[config.mk]
export PLATFORM = sky130hd
export DESIGN_NAME = i2c_xreg_writer
export DESIGN_NICKNAME = d
export VERILOG_FILES = /design/src/rtl/xreg_pkg.sv /design/src/rtl/i2c_line_sync.sv /design/src/rtl/i2c_xfer_ctrl.sv /design/src/rtl/xreg_bank.sv /design/src/rtl/i2c_xreg_writer.sv
export SDC_FILE = /design/constraint.sdc
export NUM_CORES = 1
export LEC_CHECK = 0
export ABC_AREA = 1
export BUFFER_PORTS_ARGS = -buffer_cell sky130_fd_sc_hd__buf_2
export CORE_ASPECT_RATIO = 0.8
export CORE_MARGIN = 4
export CORE_UTILIZATION = 24
export CTS_CLUSTER_SIZE = 24
export DETAILED_ROUTE_END_ITERATION = 8
export SETUP_SLACK_MARGIN = 0.02
export SYNTH_ARGS = -nofsm -noshare
export SYNTH_HDL_FRONTEND = slang
export SYNTH_SLANG_ARGS = --single-unit
[constraint.sdc]
create_clock -name clk -period 1.7 [get_ports clk]
set_clock_uncertainty 0.2 [all_clocks]
set_input_delay 0.34 -clock clk [delete_from_list [all_inputs] [get_ports clk]]
set_output_delay 0.34 -clock clk [all_outputs]
set_load 0.02 [all_outputs]
[src/rtl/xreg_pkg.sv]
package xreg_pkg;
  localparam int BYTE_W   = 8;
  localparam int NUM_XREG = 3;
  localparam int SEL_W    = 2;
  localparam int CNT_W    = $clog2(BYTE_W + 1);

  typedef enum logic [2:0] {
    PH_IDLE,
    PH_ADDR,
    PH_PTR,
    PH_DATA,
    PH_SKIP
  } xfer_phase_e;

  // Reset image of each extended register, index = pointer code - 1
  function automatic logic [BYTE_W-1:0] xreg_reset(input int idx);
    case (idx)
      0:       return 8'h04;
      1:       return 8'hFF;
      default: return 8'h00;
    endcase
  endfunction
endpackage

[src/rtl/i2c_line_sync.sv]
module i2c_line_sync #(
  parameter int STAGES = 2
) (
  input  logic clk,
  input  logic rst_n,
  input  logic scl_i,
  input  logic sda_i,
  output logic scl_s,
  output logic sda_s,
  output logic scl_rise,
  output logic scl_fall,
  output logic start_det,
  output logic stop_det
);
  logic [STAGES-1:0] scl_pipe, sda_pipe;
  logic              scl_d, sda_d;

  always_ff @(posedge clk or negedge rst_n) begin
    if (!rst_n) begin
      scl_pipe <= '1;
      sda_pipe <= '1;
      scl_d    <= 1'b1;
      sda_d    <= 1'b1;
    end else begin
      scl_pipe <= {scl_pipe[STAGES-2:0], scl_i};
      sda_pipe <= {sda_pipe[STAGES-2:0], sda_i};
      scl_d    <= scl_pipe[STAGES-1];
      sda_d    <= sda_pipe[STAGES-1];
    end
  end

  assign scl_s     = scl_pipe[STAGES-1];
  assign sda_s     = sda_pipe[STAGES-1];
  assign scl_rise  = scl_s & ~scl_d;
  assign scl_fall  = ~scl_s & scl_d;
  assign start_det = scl_s & scl_d & sda_d & ~sda_s;
  assign stop_det  = scl_s & scl_d & ~sda_d & sda_s;


  bus_event_excl_chk: assert property (@(posedge clk) disable iff (!rst_n)
    start_det |=> !stop_det);
endmodule

[src/rtl/i2c_xfer_ctrl.sv]
module i2c_xfer_ctrl
  import xreg_pkg::*;
#(
  parameter logic [6:0] TGT_ADDR = 7'h4A
) (
  input  logic              clk,
  input  logic              rst_n,
  input  logic              scl_s,
  input  logic              sda_s,
  input  logic              scl_rise,
  input  logic              scl_fall,
  input  logic              start_det,
  input  logic              stop_det,
  output logic              sda_pull,
  output logic              wr_req,
  output logic [SEL_W-1:0]  wr_sel,
  output logic [BYTE_W-1:0] wr_data
);
  xfer_phase_e       phase;
  logic [CNT_W-1:0]  bit_cnt;
  logic [BYTE_W-1:0] shreg, ptr_q;
  logic              ack_on, want_ack, ptr_ok, in_byte;

  assign want_ack = (phase != PH_ADDR) || (shreg == {TGT_ADDR, 1'b0});
  assign ptr_ok   = ptr_q[BYTE_W-1] && (ptr_q[SEL_W-1:0] != '0);
  assign in_byte  = (phase == PH_ADDR) || (phase == PH_PTR) || (phase == PH_DATA);

  always_ff @(posedge clk or negedge rst_n) begin
    if (!rst_n) begin
      phase   <= PH_IDLE;
      bit_cnt <= '0;
      shreg   <= '0;
      ptr_q   <= '0;
      ack_on  <= 1'b0;
      wr_req  <= 1'b0;
      wr_data <= '0;
    end else begin
      wr_req <= 1'b0;
      if (start_det) begin
        phase   <= PH_ADDR;
        bit_cnt <= '0;
        ack_on  <= 1'b0;
      end else if (stop_det) begin
        phase   <= PH_IDLE;
        bit_cnt <= '0;
        ack_on  <= 1'b0;
      end else if (in_byte) begin
        if (scl_rise && bit_cnt < CNT_W'(BYTE_W)) begin
          shreg   <= {shreg[BYTE_W-2:0], sda_s};
          bit_cnt <= bit_cnt + 1'b1;
        end else if (scl_fall && bit_cnt == CNT_W'(BYTE_W)) begin
          if (!ack_on) begin
            if (want_ack) ack_on <= 1'b1;
            else          phase  <= PH_SKIP;
          end else begin
            ack_on  <= 1'b0;
            bit_cnt <= '0;
            case (phase)
              PH_ADDR: phase <= PH_PTR;
              PH_PTR: begin
                ptr_q <= shreg;
                phase <= PH_DATA;
              end
              default: begin
                phase   <= PH_SKIP;
                wr_req  <= ptr_ok;
                wr_data <= shreg;
              end
            endcase
          end
        end
      end
    end
  end

  assign sda_pull = ack_on;
  assign wr_sel   = ptr_q[SEL_W-1:0];


  sda_change_low_chk: assert property (@(posedge clk) disable iff (!rst_n)
    (scl_s && $past(scl_s) && !$past(start_det) && !$past(stop_det)) |-> $stable(sda_pull));

  commit_after_ack_chk: assert property (@(posedge clk) disable iff (!rst_n)
    wr_req |-> ($past(sda_pull) && !sda_pull));

  skip_quiet_chk: assert property (@(posedge clk) disable iff (!rst_n)
    (phase == PH_SKIP) |-> !sda_pull);
endmodule

[src/rtl/xreg_bank.sv]
module xreg_bank
  import xreg_pkg::*;
(
  input  logic                             clk,
  input  logic                             rst_n,
  input  logic                             wr_req,
  input  logic [SEL_W-1:0]                 wr_sel,
  input  logic [BYTE_W-1:0]                wr_data,
  output logic [NUM_XREG-1:0][BYTE_W-1:0]  reg_q,
  output logic [NUM_XREG-1:0]              wr_stb
);
  for (genvar gi = 0; gi < NUM_XREG; gi++) begin : g_reg
    logic hit;
    assign hit = wr_req && (wr_sel == SEL_W'(gi + 1));

    always_ff @(posedge clk or negedge rst_n) begin
      if (!rst_n) begin
        reg_q[gi]  <= xreg_reset(gi);
        wr_stb[gi] <= 1'b0;
      end else begin
        wr_stb[gi] <= hit;
        if (hit) reg_q[gi] <= wr_data;
      end
    end


    hold_unless_strobe_chk: assert property (@(posedge clk) disable iff (!rst_n)
      !wr_stb[gi] |-> $stable(reg_q[gi]));
  end


  single_strobe_chk: assert property (@(posedge clk) disable iff (!rst_n)
    $onehot0(wr_stb));
endmodule

[src/rtl/i2c_xreg_writer.sv]
module i2c_xreg_writer
  import xreg_pkg::*;
#(
  parameter logic [6:0] TGT_ADDR    = 7'h4A,
  parameter int         SYNC_STAGES = 2
) (
  input  logic                clk,
  input  logic                rst_n,
  input  logic                scl_i,
  input  logic                sda_i,
  output logic                sda_pull,
  output logic [BYTE_W-1:0]   alert_en_q,
  output logic [BYTE_W-1:0]   alert_th_q,
  output logic [BYTE_W-1:0]   ctrl_q,
  output logic [NUM_XREG-1:0] wr_stb
);
  logic scl_s, sda_s, scl_rise, scl_fall, start_det, stop_det;
  logic wr_req;
  logic [SEL_W-1:0]  wr_sel;
  logic [BYTE_W-1:0] wr_data;
  logic [NUM_XREG-1:0][BYTE_W-1:0] reg_q;

  i2c_line_sync #(.STAGES(SYNC_STAGES)) sync_i (
    .clk(clk), .rst_n(rst_n), .scl_i(scl_i), .sda_i(sda_i),
    .scl_s(scl_s), .sda_s(sda_s), .scl_rise(scl_rise), .scl_fall(scl_fall),
    .start_det(start_det), .stop_det(stop_det)
  );

  i2c_xfer_ctrl #(.TGT_ADDR(TGT_ADDR)) ctrl_i (
    .clk(clk), .rst_n(rst_n), .scl_s(scl_s), .sda_s(sda_s),
    .scl_rise(scl_rise), .scl_fall(scl_fall),
    .start_det(start_det), .stop_det(stop_det),
    .sda_pull(sda_pull), .wr_req(wr_req), .wr_sel(wr_sel), .wr_data(wr_data)
  );

  xreg_bank bank_i (
    .clk(clk), .rst_n(rst_n), .wr_req(wr_req), .wr_sel(wr_sel),
    .wr_data(wr_data), .reg_q(reg_q), .wr_stb(wr_stb)
  );

  assign alert_en_q = reg_q[0];
  assign alert_th_q = reg_q[1];
  assign ctrl_q     = reg_q[2];


  release_after_stop_chk: assert property (@(posedge clk) disable iff (!rst_n)
    stop_det |=> !sda_pull);
endmodule

==> results by group, run 1 <==
STA
  • Total negative slack: 0 ns
  • RSZ-0062 raised after global routing: true
  • Slew margin rel.: 78.82%
  • Max-slew violation count: 0
  • Fin crit period: 1.677 ns
  • Final setup vio count: 0
  • Period utilization: 98.67%
  • Peak Freq: 0.5962 GHz
  • Slew at the pin closest to its max-slew limit: 0.3177 ns
  • Endpoints failing hold: 0
  • Final worst slack: 0.02259 ns

Floorplanning
  • Core Region: 9889 µm²
  • Row Count: 32
  • Die area: 12060 µm²
  • Number of primary I/O pins: 32
  • Die Y-Extent: 99.01 µm
  • Die width: 121.8 µm
  • Initial Utilization: 25.13%

Route
  • Avg WL per Cell: 11.09 µm
  • Post-Route WL: 4.836 mm
  • Detailed-route DRC error count: 0
  • Remaining antenna violation count: 0
  • Routed wire length on met3: 205 µm
  • Max layer used: met4
  • DRT Pass-1 Iters: 4
  • Routed vias/inst: 4.018
  • DR WL met2: 2.168 mm
  • DRT iter0 DRCs: 101
  • Vias: 1752
  • M1 WL: 2.373 mm

Worst setup path
  • Critical path buffer and inverter count: 1
  • WP data arrival: 1.69 ns
  • Worst Setup End Kind: flop
  • Startpoint Class: flop
  • CP Class: flop to flop
  • Worst-path maximum fanout: 5
  • CP most frequent cell: nor2_4
  • Setup crit start: sync_i.scl_d
  • Crit-path cells: inv_2 > nor2_4 > nand4_4 > nor2_4 > nand2_2 > nand2_4 > a21oi_1
  • Critical path's top delay family: simple AND/OR/NAND/NOR gates
  • Worst flop-to-flop path startpoint: sync_i.scl_d
  • Flop-to-flop setup slack: 0.02 ns
  • Worst path slowest cell: dfstp_2
  • Critical Path Max Stage Delay: 0.53 ns
  • WP data required: 1.71 ns

Clocking
  • CTS root buffer: clkbuf_16
  • Clock Sinks: 61
  • Clk_lat worst skew: 0.33 ns
  • CTS clk-pin slew, worst paths: 0.05 ns
  • CTS tree: yes
  • CTS Buf Count: 9
  • CTS Buffer Depth: 2
  • H-tree levels: 3

Logic synthesis
  • Yosys warnings: 0
  • Top_reg_cell synth: dfrtp_1
  • Count of flip-flops with a built-in enable after synthesis: 0
  • Most common cell in the netlist: nand2_1
  • Synth top area share: 46.32%
  • Leading area contributor after synthesis: dfrtp_1
  • Mapped Area: 2485 µm²
  • Synthesized flop and latch total: 61
  • Synth area leaders: dfrtp_1, dfstp_2, nand2_1
  • Syn nets: 256
  • Count of cell types in the netlist: 26
  • Top cells by count, synth: nand2_1, dfrtp_1, inv_1, o21ai_1, dfstp_2
  • Sequential fraction of the synthesis area: 62.19%
  • Syn avg cell area: 9.940 µm²
  • Synthesized instance count: 250
  • Post-synth ARST share: 100.0%

Finish
  • Cell area after layout: 3171 µm²
  • Final Non-Filler Cells: 436
  • # diodes: 0
  • Layout Nets: 302
  • Fillers: 1015
  • Layout Area Growth over Synthesis: 27.59%
  • Layout cell share with drive strength beyond 1: 33.33%

GRT
  • Initial antenna violation count: 0
  • GR Overflow Total: 0
  • Total Routing Usage GR: 8.672%
  • Largest net degree at the start of global routing: 38
  • Vias in the first global route: 1730
  • First-pass GRT wire length: 8.211 mm

Status
  • Status: completed

Placed design
  • Post-placement cell count: 416
  • Input/output buffers: 31
  • Place WS: 0.05351 ns
  • Area after DPL: 2809 µm²
  • Gpl congestion: 0.8200
  • HPWL Detailed: 3.422 mm

Power
  • P per Cell Area: 1048 nW/µm²
  • Leak pwr: 0.001458 µW
  • Peak VDD IR: 0.4723 mV
  • Final Power: 3322 µW

Flow run
  • Max Cap Violations: 0

Worst hold path
  • HP Class: flop to flop
  • Hold path startpoint: sync_i.scl_pipe[0]
[repair_timing]
| action | CTS | global route |
|---|---|---|
| endpoints found under the hold margin | 14 | 0 |
| gates resized for setup | 0 | 13 |
| hold buffers | 3 | 0 |
| buffers inserted | 0 | 1 |
| setup endpoints to repair | 0 | 20 |
[per-stage QoR]
stage / hold WS [ns] / util (%)
6_report: 0.1556 / 32.06
3_5_place_dp: 0.05242 / 28.40
5_1_grt: 0.1579 / 32.06
3_3_place_gp: 0.04945 / 28.40
4_1_cts: 0.1561 / 31.44
2_1_floorplan: -0.1556 / -
[cell type report]
type / count / area, µm² / share of cell area (%)
clock buffer: 13 / 260.3 / 8.208
clock inverter: 2 / 10.01 / 0.3157
inverter: 32 / 120.1 / 3.788
multi-input combinational: 153 / 829.5 / 26.16
sequential: 61 / 1545 / 48.74
tap: 136 / 170.2 / 5.367
timing repair buffer: 39 / 235.2 / 7.419
[cells by family (layout without fill, tap and decap cells)]
| logic type | count (synthesis) | after routing | share of synthesized area, % |
|---|---|---|---|
| xor+xnor | 1 | 1 | 0.3525 |
| buf+inv | 37 | 86 | 6.596 |
| simple gates | 101 | 102 | 18.83 |
| fa+ha+maj | 2 | 2 | 1.007 |
| flops | 61 | 61 | 62.19 |
| compound gates | 48 | 48 | 11.03 |
[layer usage]
metal / vias up / track usage [%]
met5: - / 0
met1: 822 / 11.39
met3: 9 / 3.844
met2: 24 / 12.27
li1: 897 / -
met4: 0 / 3.876
[sequential cells by signal, summed over array words and instances, names as in the netlist]
register         count
sync_i.scl_d         1
sync_i.sda_d         1
ctrl_i.shreg         8
sync_i.sda_pipe      2
ctrl_i.bit_cnt       4
ctrl_i.wr_data       8
bank_i.wr_stb        3
bank_i.reg_q        24
sync_i.scl_pipe      2
ctrl_i.wr_req        1
ctrl_i.ptr_q         3
ctrl_i.phase         3
ctrl_i.sda_pull      1
[power by group]
group	total (µW)	leakage (µW)	switching, µW	internal, µW
Combinational	174	0.000526	107	67.2
Clock	1630	0.000135	582	1050
Sequential	1520	0.000796	22.7	1490
[cells in the final DEF (no fill, tap or decap)]
cell type and instances:
inv_2 8, ha_1 1, nor4_1 2, nand2_2 4
xor2_1 1, nand2_8 1, clkinv_2 2, nor2_1 10
nor2_2 2, dlygate4sd3_1 3, a21oi_1 2, ha_2 1
dfstp_2 15, o21ai_0 10, a21oi_2 2, inv_1 24
clkbuf_1 2, nand4_4 1, nand2_1 63, clkbuf_8 2
clkbuf_16 9, nor3_2 3, o21ai_2 7, nand2_4 2
nand3b_2 1, nor2_4 4, buf_4 4, nand3_1 9
o21ai_1 27, buf_2 31, buf_12 1, dfrtp_1 46
[path summary, 6_finish.rpt]
check / end / depth (start not counted)
worst max register to register: ctrl_i.bit_cnt[0] / 7
worst min register to register: sync_i.scl_pipe[1] / 0
min in group asynchronous: bank_i.reg_q[1] / 2
max in group asynchronous: sync_i.scl_pipe[0] / 3
worst max-delay path: ctrl_i.bit_cnt[0] / 7
worst min-delay path: sync_i.scl_pipe[1] / 0
Power figures use the tool's default switching activity.
==> run 2: changes to the inputs <==
Settings changed: CELL_PAD_IN_SITES_DETAIL_PLACEMENT set to 2, CELL_PAD_IN_SITES_GLOBAL_PLACEMENT set to 2, PLACE_DENSITY_LB_ADDON set to 0.1.
==> run 2 against run 1 <==
  * Worst hold slack got worse by 0.0013 ns
  * Clock-buffer cell count did not move
  * Global-route usage is 2.7 points higher
  * Register-to-register slack better by 0.05 ns
  * Via count rose by 4.7%
  * Worst setup slack improved by 0.052 ns
  * Total power increased by 8.5%
  * Critical endpoint is now ctrl_i.wr_data[7]
==> results by group, run 2 (synthesis gave the netlist of run 1 again) <==
Power
  • Leak pwr: 0.001510 µW (+3.6%)
  • Peak VDD IR: 0.3566 mV (-24%)
  • P per Cell Area: 1100 nW/µm² (+5.0%)

Status
  • Status: completed

Clocking
  • CTS Buffer Depth: 2 (unchanged)
  • CTS tree: yes
  • Clock Sinks: 61 (unchanged)
  • H-tree levels: 3 (unchanged)
  • CTS Buf Count: 9 (unchanged)
  • Clk_lat worst skew: 0.32 ns (about the same)
  • CTS clk-pin slew, worst paths: 0.05 ns (about the same)
  • CTS root buffer: clkbuf_16

Worst setup path
  • Critical Path Max Stage Delay: 0.53 ns (about the same)
  • Worst Setup End Kind: flop
  • WP data arrival: 1.68 ns (about the same)
  • Worst path slowest cell: dfstp_2
  • Critical path buffer and inverter count: 2 (+1)
  • CP most frequent cell: nor2_4
  • Setup crit start: sync_i.scl_d
  • Worst-path maximum fanout: 8 (+3)
  • Startpoint Class: flop
  • CP Class: flop to flop
  • Critical path's top delay family: flip-flops
  • WP data required: 1.76 ns (+0.05 ns)
  • Flop-to-flop setup slack: 0.07 ns (+0.05 ns)
  • Worst flop-to-flop path startpoint: sync_i.scl_d
  • Crit-path cells: inv_2 > nor2_4 > nand4_4 > nor2_4 > buf_12 > nand2_4 > a21oi_2

STA
  • Slew margin rel.: 75.20% (-3.6 points)
  • Fin crit period: 1.626 ns (-0.05151 ns)
  • Final setup vio count: 0 (unchanged)
  • Endpoints failing hold: 0 (unchanged)
  • Final worst slack: 0.07410 ns (+0.05151 ns)
  • Total negative slack: 0 ns (unchanged)
  • Hold Worst Slack: 0.1543 ns (-0.001308 ns)
  • Max-slew violation count: 0 (unchanged)
  • Period utilization: 95.64% (-3.0 points)
  • Slew at the pin closest to its max-slew limit: 0.3685 ns (+0.05086 ns)
  • Peak Freq: 0.6150 GHz (+3.2%)
  • RSZ-0062 raised after global routing: true

Route
  • Avg WL per Cell: 13.74 µm (+24%)
  • Post-Route WL: 6.099 mm (+26%)
  • Vias: 1834 (+4.7%)
  • Routed vias/inst: 4.131 (+2.8%)
  • Remaining antenna violation count: 0 (unchanged)
  • Detailed-route DRC error count: 0 (unchanged)
  • DRT Pass-1 Iters: 4 (unchanged)
  • DRT iter0 DRCs: 69 (-32%)

Placed design
  • Gpl congestion: 0.7202 (-12%)
  • HPWL Detailed: 4.229 mm (+24%)
  • Place WS: 0.01055 ns (-0.04295 ns)
  • Input/output buffers: 31 (unchanged)

GRT
  • Total Routing Usage GR: 11.35% (+2.7 points)
  • Largest net degree at the start of global routing: 62 (+63%)
  • Vias in the first global route: 2030 (+17%)
  • First-pass GRT wire length: 10.54 mm (+28%)
  • GR Overflow Total: 0 (unchanged)
  • Initial antenna violation count: 0 (unchanged)

Worst hold path
  • HP Class: flop to flop
  • Hold path startpoint: sync_i.sda_pipe[0]

Floorplanning
  • Core Region: 9889 µm² (unchanged)
  • Die Y-Extent: 99.01 µm (unchanged)
  • Initial Utilization: 25.13% (unchanged)
  • Die width: 121.8 µm (unchanged)
  • Die area: 12060 µm² (unchanged)
  • Row Count: 32 (unchanged)
  • Number of primary I/O pins: 32 (unchanged)

Finish
  • Max FFs per register: 24 (unchanged)
  • Layout Nets: 309 (+2.3%)
  • Largest reg by FF count: bank_i.reg_q
  • Largest regs: bank_i.reg_q x24, ctrl_i.shreg x8, ctrl_i.wr_data x8
  • Layout cell share with drive strength beyond 1: 35.06% (+1.7 points)
  • # diodes: 0 (unchanged)
  • Commonest non-fill, non-tap cell in the layout: nand2_1
  • Layout Area Growth over Synthesis: 31.82%
  • Commonest cells after routing, fill and taps aside: nand2_1, dfrtp_1, buf_2

Flow run
  • Max Cap Violations: 0 (unchanged)
[run 2: cell count changes in the layout (fill, tap and decap cells not counted), sizes merged]
cell and change:
bufinv +1, clkinv -1, clkinvlp +1, buf +7
[run 2: what timing repair did]
item	4_1_cts	5_1_grt
hold buffers	3	0
endpoints found under the hold margin	48	0
endpoints found under the setup margin	2	18
resized for setup	8	4
gates cloned	1	0
buffers inserted	1	1
pin swaps	2	2
[run 2: area by class of cell]
| cell class | instances | area, µm² |
|---|---|---|
| timing repair buffer | 46 | 300.3 |
| inverter | 32 | 120.1 |
| sequential | 61 | 1545 |
| multi-input combinational | 153 | 827.0 |
| tap | 136 | 170.2 |
| fill | 1093 | 6614 |
| clock buffer | 13 | 270.3 |
| clock inverter | 3 | 42.54 |
[run 2: worst reg2reg max path: stages, from the launching register on]
cell and delay (ns):
dfstp_2 0.53, inv_2 0.05, nor2_4 0.09, nand4_4 0.11, nor2_4 0.17, buf_12 0.14, nand2_4 0.11, a21oi_2 0.16
[run 2: power breakdown]
| part | internal [µW] | total (µW) | switching, µW |
|---|---|---|---|
| logic | 75.3 | 189 | 114 |
| registers | 1490 | 1520 | 22.6 |
| clock network | 1250 | 1900 | 648 |
| total | 2820 | 3600 | 784 |
[run 2: per-stage QoR]
step                      area [µm²]  util, %  total power [µW]  std cells
after floorplan                 2485        -              1613        250
after global placement          2854    28.86              1715        422
after detailed placement        2854    28.86              1717        422
after CTS                       3261    32.97              3677        443
after global routing            3276    33.12              3776        444
final                           3276    33.12              3604        444
[run 2: worst paths after layout]
check	end	cells after the start
worst max-delay path	ctrl_i.wr_data[7]	7
worst min-delay path	sync_i.sda_pipe[1]	0
worst max register to register	ctrl_i.wr_data[7]	7
worst min register to register	sync_i.sda_pipe[1]	0
max in group asynchronous	sync_i.scl_pipe[1]	3
min in group asynchronous	ctrl_i.phase[0]	3
[run 2: per-layer routing]
metal  GRT usage, %  share of wire (%)
met5              0                  0
met4          4.134                1.5
met1          15.94                 51
met2          15.79                 43
met3          4.303                4.0
